[config.mk]
export PLATFORM = sky130hd
export DESIGN_NAME = spv_cmd_slave
export DESIGN_NICKNAME = d
export VERILOG_FILES = /design/src/rtl/spv_pkg.sv /design/src/rtl/spv_pin_sync.sv /design/src/rtl/spv_busy_timer.sv /design/src/rtl/spv_tx_shift.sv /design/src/rtl/spv_cmd_slave.sv
export SDC_FILE = /design/constraint.sdc
export NUM_CORES = 1
export LEC_CHECK = 0
export ABC_AREA = 1
export BUFFER_PORTS_ARGS = -buffer_cell sky130_fd_sc_hd__buf_4
export CELL_PAD_IN_SITES_DETAIL_PLACEMENT = 0
export CELL_PAD_IN_SITES_GLOBAL_PLACEMENT = 2
export CORE_UTILIZATION = 34
export CTS_CLUSTER_DIAMETER = 50
export DETAILED_ROUTE_END_ITERATION = 12
export HOLD_SLACK_MARGIN = 0.15
export PLACE_DENSITY_LB_ADDON = 0.1
export SYNTH_ARGS = -nofsm -noshare
export SYNTH_HDL_FRONTEND = slang
export SYNTH_SLANG_ARGS = --single-unit
[constraint.sdc]
create_clock -name clk -period 5.7 [get_ports clk]
set_input_delay 0.57 -clock clk [delete_from_list [all_inputs] [get_ports clk]]
set_output_delay 0.57 -clock clk [all_outputs]
set_load 0.05 [all_outputs]
[src/rtl/spv_pkg.sv]
package spv_pkg;
    localparam int WORD_W  = 14;
    localparam int FRAME_W = 16;
    localparam int CMD_W   = 6;
    localparam int BYTE_W  = 8;
    localparam int DADDR_W = 7;

    typedef enum logic [3:0] {
        OP_NONE, OP_LD_CFG, OP_LD_PGM, OP_LD_DAT, OP_INC, OP_RD_PGM,
        OP_RD_DAT, OP_PROG_ER, OP_PROG_ONLY, OP_BULK_PGM, OP_BULK_DAT, OP_SETUP
    } op_e;

    typedef enum logic [1:0] {PH_CMD, PH_LOAD, PH_READ} phase_e;

    // Full 6-bit codes first; the rest decode on the low nibble only.
    function automatic op_e decode_op(input logic [CMD_W-1:0] c);
        op_e r;
        r = OP_NONE;
        if (c == 6'b001000)                          r = OP_PROG_ER;
        else if (c == 6'b011000)                     r = OP_PROG_ONLY;
        else if (c == 6'b000001 || c == 6'b000111)   r = OP_SETUP;
        else begin
            case (c[3:0])
                4'b0000: r = OP_LD_CFG;
                4'b0010: r = OP_LD_PGM;
                4'b0011: r = OP_LD_DAT;
                4'b0110: r = OP_INC;
                4'b0100: r = OP_RD_PGM;
                4'b0101: r = OP_RD_DAT;
                4'b1001: r = OP_BULK_PGM;
                4'b1011: r = OP_BULK_DAT;
                default: r = OP_NONE;
            endcase
        end
        return r;
    endfunction

    function automatic logic [FRAME_W-1:0] frame_word(input logic [WORD_W-1:0] w);
        return {1'b0, w, 1'b0};
    endfunction

    function automatic logic [FRAME_W-1:0] frame_byte(input logic [BYTE_W-1:0] b);
        return {{(FRAME_W-BYTE_W-1){1'b0}}, b, 1'b0};
    endfunction
endpackage

[src/rtl/spv_pin_sync.sv]
module spv_pin_sync #(
    parameter int STAGES = 2
) (
    input  logic clk,
    input  logic rst,
    input  logic ser_clk,
    input  logic ser_dat,
    output logic rise,
    output logic fall,
    output logic dat
);
    logic [STAGES:0]   ck_sr;
    logic [STAGES-1:0] dt_sr;

    always_ff @(posedge clk) begin
        if (rst) begin
            ck_sr <= '0;
            dt_sr <= '0;
        end else begin
            ck_sr <= {ck_sr[STAGES-1:0], ser_clk};
            dt_sr <= {dt_sr[STAGES-2:0], ser_dat};
        end
    end

    assign rise = ck_sr[STAGES-1] & ~ck_sr[STAGES];
    assign fall = ~ck_sr[STAGES-1] & ck_sr[STAGES];
    assign dat  = dt_sr[STAGES-1];
endmodule

[src/rtl/spv_busy_timer.sv]
module spv_busy_timer #(
    parameter int CW = 8
) (
    input  logic          clk,
    input  logic          clr,
    input  logic          start,
    input  logic [CW-1:0] len,
    output logic          active,
    output logic          done,
    output logic [CW-1:0] idx
);
    logic [CW-1:0] cnt;

    always_ff @(posedge clk) begin
        if (clr) begin
            cnt <= '0;
            idx <= '0;
        end else if (start) begin
            cnt <= len;
            idx <= '0;
        end else if (cnt != '0) begin
            cnt <= cnt - 1'b1;
            idx <= idx + 1'b1;
        end
    end

    assign active = (cnt != '0);
    assign done   = (cnt == CW'(1));
endmodule

[src/rtl/spv_tx_shift.sv]
module spv_tx_shift import spv_pkg::*; (
    input  logic               clk,
    input  logic               clr,
    input  logic               load,
    input  logic [FRAME_W-1:0] frame,
    input  logic               rise,
    input  logic               stop,
    output logic               dout,
    output logic               oe
);
    logic [FRAME_W-1:0] sr;
    logic armed, first_seen;

    always_ff @(posedge clk) begin
        if (clr || stop) begin
            sr <= '0; armed <= 1'b0; first_seen <= 1'b0;
            dout <= 1'b0; oe <= 1'b0;
        end else if (load) begin
            sr <= frame; armed <= 1'b1; first_seen <= 1'b0;
            dout <= 1'b0; oe <= 1'b0;
        end else if (armed && rise) begin
            dout       <= sr[0];
            sr         <= sr >> 1;
            first_seen <= 1'b1;
            if (first_seen) oe <= 1'b1;
        end
    end
endmodule

[src/rtl/spv_cmd_slave.sv]
module spv_cmd_slave import spv_pkg::*; #(
    parameter int PC_W         = 14,
    parameter int PMEM_AW      = 11,
    parameter int PROG_CYCLES  = 40,
    parameter int ERASE_CYCLES = 24,
    parameter int ERR_W        = 8,
    parameter int SYNC_STAGES  = 2
) (
    input  logic               clk,
    input  logic               rst,
    input  logic               mode_en,
    input  logic               ser_clk,
    input  logic               ser_dat_in,
    output logic               ser_dat_out,
    output logic               ser_dat_oe,
    output logic [PMEM_AW:0]   pmem_addr,
    output logic               pmem_re,
    output logic               pmem_we,
    output logic [WORD_W-1:0]  pmem_wdata,
    input  logic [WORD_W-1:0]  pmem_rdata,
    output logic [DADDR_W-1:0] dmem_addr,
    output logic               dmem_re,
    output logic               dmem_we,
    output logic [BYTE_W-1:0]  dmem_wdata,
    input  logic [BYTE_W-1:0]  dmem_rdata,
    output logic               busy,
    output logic [ERR_W-1:0]   err_cnt
);
    localparam int SWEEP_P = 1 << PMEM_AW;
    localparam int SWEEP_D = 1 << DADDR_W;
    localparam int LEN_EP  = ERASE_CYCLES + PROG_CYCLES;
    localparam int MAX_A   = (LEN_EP > SWEEP_P) ? LEN_EP : SWEEP_P;
    localparam int MAX_B   = (MAX_A > SWEEP_D) ? MAX_A : SWEEP_D;
    localparam int CW      = $clog2(MAX_B + 1);
    localparam logic [PC_W-1:0] CFG_BASE = {1'b1, {(PC_W-1){1'b0}}};

    logic clr;
    logic s_rise, s_fall, s_dat;
    phase_e phase;
    logic [3:0] bitcnt;
    logic [CMD_W-1:0] cmd_sr, cmd_full;
    logic [FRAME_W-1:0] fr_sr, fr_full, tx_frame;
    logic [PC_W-1:0] pc;
    logic [WORD_W-1:0] latch, old_q;
    logic ld_dmem, tgt_dm, erase_q, sweep_on, sweep_dm, re_q, cap_q;
    logic cmd_end, accept, reject, frm_end, in_cfg, cfg_void, wr_pc;
    op_e op;
    logic tmr_start;
    logic [CW-1:0] tmr_len, t_idx;
    logic t_active, t_done;

    assign clr = rst | ~mode_en;

    spv_pin_sync #(.STAGES(SYNC_STAGES)) u_sync (
        .clk(clk), .rst(clr), .ser_clk(ser_clk), .ser_dat(ser_dat_in),
        .rise(s_rise), .fall(s_fall), .dat(s_dat));

    assign cmd_full = {s_dat, cmd_sr[CMD_W-1:1]};
    assign fr_full  = {s_dat, fr_sr[FRAME_W-1:1]};
    assign op       = decode_op(cmd_full);
    assign cmd_end  = (phase == PH_CMD) && s_fall && (bitcnt == 4'(CMD_W-1));
    assign accept   = cmd_end && !t_active;
    assign reject   = cmd_end && t_active;
    assign frm_end  = (phase != PH_CMD) && s_fall && (bitcnt == 4'(FRAME_W-1));
    assign in_cfg   = pc[PC_W-1];
    assign cfg_void = in_cfg & pc[3];

    always_comb begin
        tmr_start = accept;
        case (op)
            OP_PROG_ER:   tmr_len = CW'(LEN_EP);
            OP_PROG_ONLY: tmr_len = CW'(PROG_CYCLES);
            OP_BULK_PGM:  tmr_len = CW'(SWEEP_P);
            OP_BULK_DAT:  tmr_len = CW'(SWEEP_D);
            default: begin
                tmr_len   = '0;
                tmr_start = 1'b0;
            end
        endcase
    end

    spv_busy_timer #(.CW(CW)) u_timer (
        .clk(clk), .clr(clr), .start(tmr_start), .len(tmr_len),
        .active(t_active), .done(t_done), .idx(t_idx));

    assign busy = t_active;

    always_ff @(posedge clk) begin
        if (clr) begin
            phase <= PH_CMD; bitcnt <= '0; cmd_sr <= '0; fr_sr <= '0;
            pc <= '0; latch <= '0; old_q <= '0;
            ld_dmem <= 1'b0; tgt_dm <= 1'b0; erase_q <= 1'b0;
            sweep_on <= 1'b0; sweep_dm <= 1'b0; re_q <= 1'b0; cap_q <= 1'b0;
        end else begin
            re_q  <= 1'b0;
            cap_q <= re_q;
            if (cap_q && phase != PH_READ)
                old_q <= tgt_dm ? WORD_W'(dmem_rdata) : pmem_rdata;
            if (t_done) sweep_on <= 1'b0;
            if (s_fall) begin
                if (phase == PH_CMD) begin
                    if (bitcnt == 4'(CMD_W-1)) begin
                        bitcnt <= '0;
                        cmd_sr <= '0;
                    end else begin
                        bitcnt <= bitcnt + 1'b1;
                        cmd_sr <= cmd_full;
                    end
                end else begin
                    fr_sr <= fr_full;
                    if (bitcnt == 4'(FRAME_W-1)) begin
                        bitcnt <= '0;
                        phase  <= PH_CMD;
                        if (phase == PH_LOAD)
                            latch <= ld_dmem ? WORD_W'(fr_full[BYTE_W:1]) : fr_full[WORD_W:1];
                    end else begin
                        bitcnt <= bitcnt + 1'b1;
                    end
                end
            end
            if (accept) begin
                case (op)
                    OP_LD_CFG: begin pc <= CFG_BASE; phase <= PH_LOAD; ld_dmem <= 1'b0; end
                    OP_LD_PGM: begin phase <= PH_LOAD; ld_dmem <= 1'b0; end
                    OP_LD_DAT: begin phase <= PH_LOAD; ld_dmem <= 1'b1; end
                    OP_INC:    pc <= {pc[PC_W-1], pc[PC_W-2:0] + 1'b1};
                    OP_RD_PGM: begin phase <= PH_READ; tgt_dm <= 1'b0; re_q <= 1'b1; end
                    OP_RD_DAT: begin phase <= PH_READ; tgt_dm <= 1'b1; re_q <= 1'b1; end
                    OP_PROG_ER, OP_PROG_ONLY: begin
                        tgt_dm   <= ld_dmem;
                        erase_q  <= (op == OP_PROG_ER);
                        re_q     <= 1'b1;
                        sweep_on <= 1'b0;
                    end
                    OP_BULK_PGM: begin sweep_on <= 1'b1; sweep_dm <= 1'b0; end
                    OP_BULK_DAT: begin sweep_on <= 1'b1; sweep_dm <= 1'b1; end
                    default: ;
                endcase
            end
        end
    end

    always_ff @(posedge clk) begin
        if (rst)                           err_cnt <= '0;
        else if (reject && err_cnt != '1)  err_cnt <= err_cnt + 1'b1;
    end

    // Read data to the serial line
    assign tx_frame = tgt_dm ? frame_byte(dmem_rdata)
                             : frame_word(cfg_void ? {WORD_W{1'b1}} : pmem_rdata);

    spv_tx_shift u_tx (
        .clk(clk), .clr(clr), .load(cap_q && phase == PH_READ), .frame(tx_frame),
        .rise(s_rise), .stop(frm_end && phase == PH_READ),
        .dout(ser_dat_out), .oe(ser_dat_oe));

    // Memory ports
    assign wr_pc   = t_done && !sweep_on;
    assign pmem_re = re_q & ~tgt_dm;
    assign dmem_re = re_q & tgt_dm;
    assign pmem_we = (sweep_on && t_active && !sweep_dm) || (wr_pc && !tgt_dm && !cfg_void);
    assign dmem_we = (sweep_on && t_active && sweep_dm) || (wr_pc && tgt_dm);

    always_comb begin
        if (sweep_on)    pmem_addr = {1'b0, t_idx[PMEM_AW-1:0]};
        else if (in_cfg) pmem_addr = {1'b1, PMEM_AW'(pc[2:0])};
        else             pmem_addr = {1'b0, pc[PMEM_AW-1:0]};
        dmem_addr  = sweep_on ? t_idx[DADDR_W-1:0] : pc[DADDR_W-1:0];
        pmem_wdata = sweep_on ? {WORD_W{1'b1}} : (erase_q ? latch : (latch & old_q));
        dmem_wdata = sweep_on ? {BYTE_W{1'b1}}
                   : (erase_q ? latch[BYTE_W-1:0] : (latch[BYTE_W-1:0] & old_q[BYTE_W-1:0]));
    end
endmodule

======== Word level (Yosys, flattened, before mapping) ========
Memory sizes are Yosys's and may differ from the RTL's. A register that Yosys moved wholly into a read port is not among the register bits.
Index checks and enable logic that the tools add are counted.
cells by class
  add/sub/neg operators ................... 5
  eq/ne operators ......................... 21
  muxes and demuxes ....................... 39
  bitwise logic cells ..................... 15
  reductions and logical operators ........ 56
operators by type and width
  kind                     count
  $mux W14                 5
  $mux W12                 4
  $pmux W12 S4             1
  $mux W16                 2
  $mux W4                  8
  $pmux W14 S2             1
  $eq A4 B3 Y1 const B     5
  $logic_and A1 B1 Y1      18
  $eq A4 B4 Y1 const B     4
  $mux W8                  2
  $reduce_and A2 Y1        8
  $mux W15                 1
  $and A14 B14 Y14         1
  $reduce_or A2 Y1         7
  $add A13 B1 Y13 const B  1
  $add A12 B1 Y12 const B  1
  $eq A12 B1 Y1 const B    1
  $reduce_bool A12 Y1      1
  $reduce_bool A2 Y1       6
  $sub A12 B1 Y12 const B  1
  $add A8 B1 Y8 const B    1
  $and A8 B8 Y8            1
  $eq A4 B2 Y1 const B     2
  $mux W2                  4
  other kinds (27)         50
word-level totals
  register bits ........................... 134
  bits in read-only memories .............. 64
  input port bits ......................... 27
  output and inout port bits .............. 56
  word-level logic and storage cells ...... 162
  memories kept ........................... 1
memory list
  name              words  bits a word  rd ports  clocked after memory_dff  write ports  RTL line       source
  (name not given)  16     4            1         1                         0            spv_pkg.sv:23  case (c[3:0])

======== Longest topological paths before layout ========
  word-level depth ........................ 9
  gate-level depth with buffers ........... 15
  depth with buffers taken out ............ 15

======== By module ========
From an unflattened synthesis, not the netlist that was laid out.
second synthesis, totals
  cell total of the unflattened synthesis .. 1025
  area total of the unflattened synthesis .. 7224.4 µm²
modules (own cells, without submodules)
  module          times used  cells an instance  area an instance (µm²)  sequential area each (µm²)
  spv_cmd_slave   1           644                4478.0                  1681.6
  spv_busy_timer  1           225                1552.7                  480.5
  spv_tx_shift    1           138                1044.8                  400.4
  spv_pin_sync    1           18                 148.9                   100.1

======== Least setup slack after synthesis ========
OpenSTA, ideal clock, no wires.
  kind .................................... reg2out
  start ................................... register sweep_on
  end ..................................... output port pmem_addr[0]
  arrival time ............................ 2.171 ns
  slack ................................... 2.959 ns
  cell stages (with the launch flop) ...... 5
  path through ............................ dfxtp_1 -> clkbuf_1 -> clkbuf_1 -> o21ai_0 -> buf_4
on the way
  cells in the longest elaborated chain, start to end .. 1
ends and longest elaborated chain
  item                    RTL line              source
  from (decl)             spv_cmd_slave.sv:45   logic ld_dmem, tgt_dm, erase_q, sweep_on, sweep_dm, re_q, cap_q;
  from (signal assigned)  spv_cmd_slave.sv:93   sweep_on <= 1'b0; sweep_dm <= 1'b0; re_q <= 1'b0; cap_q <= 1'b0;
  from (signal assigned)  spv_cmd_slave.sv:99   if (t_done) sweep_on <= 1'b0;
  from (signal assigned)  spv_cmd_slave.sv:133  sweep_on <= 1'b0;
  $mux W12                spv_cmd_slave.sv:165  if (sweep_on) pmem_addr = {1'b0, t_idx[PMEM_AW-1:0]};
  to (decl)               spv_cmd_slave.sv:16   output logic [PMEM_AW:0] pmem_addr,
No other way between the ends.

======== Final worst setup path ========
  start ................................... register sweep_on
  end ..................................... output port pmem_we
on the way
  cells in the longest elaborated chain, start to end .. 5
  elaborated cells between the ends (all ways) .. 7
  those cells by class .................... reduce/logical: 7
ends and longest elaborated chain
  item                               RTL line              source
  $logic_not A1 Y1                   spv_cmd_slave.sv:158  assign wr_pc = t_done && !sweep_on;
  $logic_and A1 B1 Y1                spv_cmd_slave.sv:158
  $logic_and A1 B1 Y1 (2 in series)  spv_cmd_slave.sv:161  assign pmem_we = (sweep_on && t_active && !sweep_dm) || (wr_pc && !tgt_dm && !cfg_void);
  $logic_or A1 B1 Y1 (*)             spv_cmd_slave.sv:161
  to (decl)                          spv_cmd_slave.sv:18   output logic pmem_we,
Mark *: on every way between the ends. The rest lies on a longest branch, timed or not.

==> impl_metrics.yaml <==
worst_setup_path:
  startpoint: "sweep_on"
  path_max_fanout: 25
  critPathCaptureType: "primary output"
  critPathLaunchType: "flip-flop"
  ff2ff_path_depth: 8
  crit_end: "pmem_we"
  path_class: "flip-flop to primary output"
  worstPathArrival_ps: 2360
  reg2reg_slack_ps: 3370
  worstReg2RegStart: "bitcnt[0]"
  r2r_end: "latch[5]"
  crit_required_ps: 5130
clock_network:
  cts_root_buffer: "clkbuf_16"
  insertion_delay_ps: 420
  cts_setup_buffers: 0
  numCtsBuffers: 17
  htreeDepth: 4
  clockBufferDepth: 2
  cts_resized: 0
  cts_tree: "done"
  cts_sinks: 131
  clk_pin_slew_ps: 60
  postCtsHoldBufs: 0
synthesis:
  ys_async_sr_fraction: 0
  synth.avg_cell_area_um2: 7.14
  synth_top_area_share: 0.401
  synth_flop_cell: "dfxtp_1"
  post-synth-top-area-cell: "dfxtp_1"
  synth_warnings: 0
  syn_inst: 915
  syn-cell-area_um2: 6530
  synthTopCellsByArea: "dfxtp_1 (40%), nand2_1 (11%), a21oi_1 (6.7%), o21ai_0 (5.7%), inv_1 (5.5%)"
  seq_area_frac_synth: 0.401
  synth_edf_count: 0
  synth.distinct_cells: 45
  synthTopCellsByCount: "nand2_1 (195), dfxtp_1 (131), inv_1 (95), nor2_1 (95), a21oi_1 (88)"
  syn_nets: 953
  ys_ff_latch: 131
  synth.most_common_cell: "nand2_1"
finish:
  nNetsFinal: 1017
  insertedDiodeCount: 0
  fillers: 2050
  drive_gt1_frac: 0.174
  final_util: 0.420
  area_growth_pct: 20.5
floorplan:
  die_area_um2: 19800
  core_region_area_um2: 18800
  rows: 50
  die_h_um: 141
  die_x_um: 141
  io_pins: 83
  initial_core_util: 0.348
power:
  power_leakage_nw: 3.31
  swShare: 0.318
  p_clk_frac: 0.412
  totalPowerFinal_mw: 2.75
  power.internal_mw: 1.88
  p_comb_frac: 0.229
  seqPwrFrac: 0.358
  p_switching_mw: 0.876
  vdd_drop_max_uv: 173
  power.density_nw_per_um2: 350
sta:
  report.final.slew_viol_count: 0
  hold_ws_ps: 324
  period_minus_slack_ps: 2930
  max_freq_mhz: 341
  skew_ps: 8.98
  rsz0062_at_grt: "false"
  relSlewSlack: 0.418
  setup-violations-final: 0
  fin_crit_sh: 0.515
  tightest_slew_ps: 870
  hold_violations: 0
  setup_tns_ps: 0
drt:
  route.detailed.drc: 0
  wl_um: 17200
  drtPass1Iterations: 4
  via_count: 5867
  vias_per_cell: 4.79
  wl_per_cell_um: 14.0
  first_iter_violations: 262
  antenna_left: 0
global_routing:
  grtUsageMet3: 0.0421
  grt-ovfl-total: 0
  use_met1: 0.225
  track_usage: 0.181
  antenna_found_initial: 0
  grt_pass1_vias: 5700
  use_met2: 0.315
  grt.busiest_layer: "met2"
  grt_max_degree: 60
  grt_pass1_wl_um: 28300
run_status:
  status: "complete, no violations"
place:
  gp_congestion: 0.763
  portBuffers: 82
  hpwl_um: 12700
worst_hold_path:
  hold_class: "input port to flip-flop"
job:
  maxCapViolCount: 0
-- logic make-up (layout without fill, tap and decap cells) --
| logic type | count (synthesis) | after routing | synth area share |
|---|---|---|---|
| buffers and inverters | 146 | 223 | 0.0927 |
| AOI/OAI and AO/OA | 186 | 186 | 0.151 |
| xor gates and xnor gates | 17 | 17 | 0.0228 |
| DFF | 131 | 131 | 0.401 |
| and+or+nand+nor | 424 | 424 | 0.312 |
| adders and majority gates | 11 | 11 | 0.0211 |
-- layout by cell type (no fill, tap or decap), drive strengths merged --
cell type and count:
nand2 214, dfxtp 131, nor2 109, inv 107, a21oi 88, buf 84, o21ai 75, nand3 45
nor3 22, clkbuf 20, xor2 14, nand4 14, ha 11, clkinv 8, nand3b 7, nor4 6
o31ai 6, a211oi 5, xnor2 3, a31oi 3, or2 3, o22ai 3, bufinv 3, nor3b 3
o211ai 2, a311oi 1, a21o 1, o21a 1, o32ai 1, and3 1, clkinvlp 1
-- cell type report --
cell class                 instances  area, um2  area share
sequential                       131       2620       0.333
inverter                         107        409      0.0519
clock buffer                      20        457      0.0580
clock inverter                    12        156      0.0199
timing repair buffer              84        631      0.0801
multi-input combinational        638       3310       0.420
tap                              234        293      0.0372
-- flip-flops by register name, summed over array words and instances (netlist names), 2 cells and up, named ones only --
name and flops:
u_timer.idx 11, phase 2, u_sync.dt_sr 2, u_sync.ck_sr 3, u_timer.cnt 12, fr_sr 14
old_q 14, pc 12, bitcnt 4, cmd_sr 5, latch 14, u_tx.sr 15
err_cnt 8
-- worst max-delay path: stages (launching register included) --
cell     delay, ps
dfxtp_1        530
inv_1          650
nand2_1        160
o32ai_1        330
buf_4          260
-- layer usage --
metal / part of all wire / wire length, um / vias up
li1: - / - / 3111
met5: 0 / 0 / -
met2: 0.47 / 8130 / 104
met3: 0.039 / 675 / 12
met1: 0.48 / 8220 / 2640
met4: 0.0083 / 142 / 0
-- stage by stage --
step / worst slack, ps / instances / area, um2
6_report: 2770 / 1226 / 7880
5_1_grt: 2590 / 1226 / 7880
4_1_cts: 2700 / 1226 / 7880
3_5_place_dp: 3160 / 1194 / 7260
3_3_place_gp: 3190 / 1194 / 7260
2_1_floorplan: 2960 / 915 / 6530
-- worst min-delay path by stage --
stage,start,endpoint,slack [ps],cells after the start
after floorplan,u_sync.ck_sr[0],u_sync.ck_sr[1],390,2
after global placement,u_sync.dt_sr[0],u_sync.dt_sr[1],400,2
after detailed placement,u_sync.dt_sr[0],u_sync.dt_sr[1],400,2
after CTS,rst,err_cnt[7],300,2
after global routing,rst,err_cnt[2],320,2
final,rst,err_cnt[7],320,2
-- power groups by stage --
stage	Combinational, mW	Clock [mW]	Sequential, mW
6_report	0.632	1.13	0.986
4_1_cts	0.639	1.16	0.987
5_1_grt	0.704	1.20	0.991
3_5_place_dp	0.638	0	1.01
3_3_place_gp	0.636	0	1.01
2_1_floorplan	0.496	0	0.997
No activity file was read; power rests on OpenSTA's default activity.
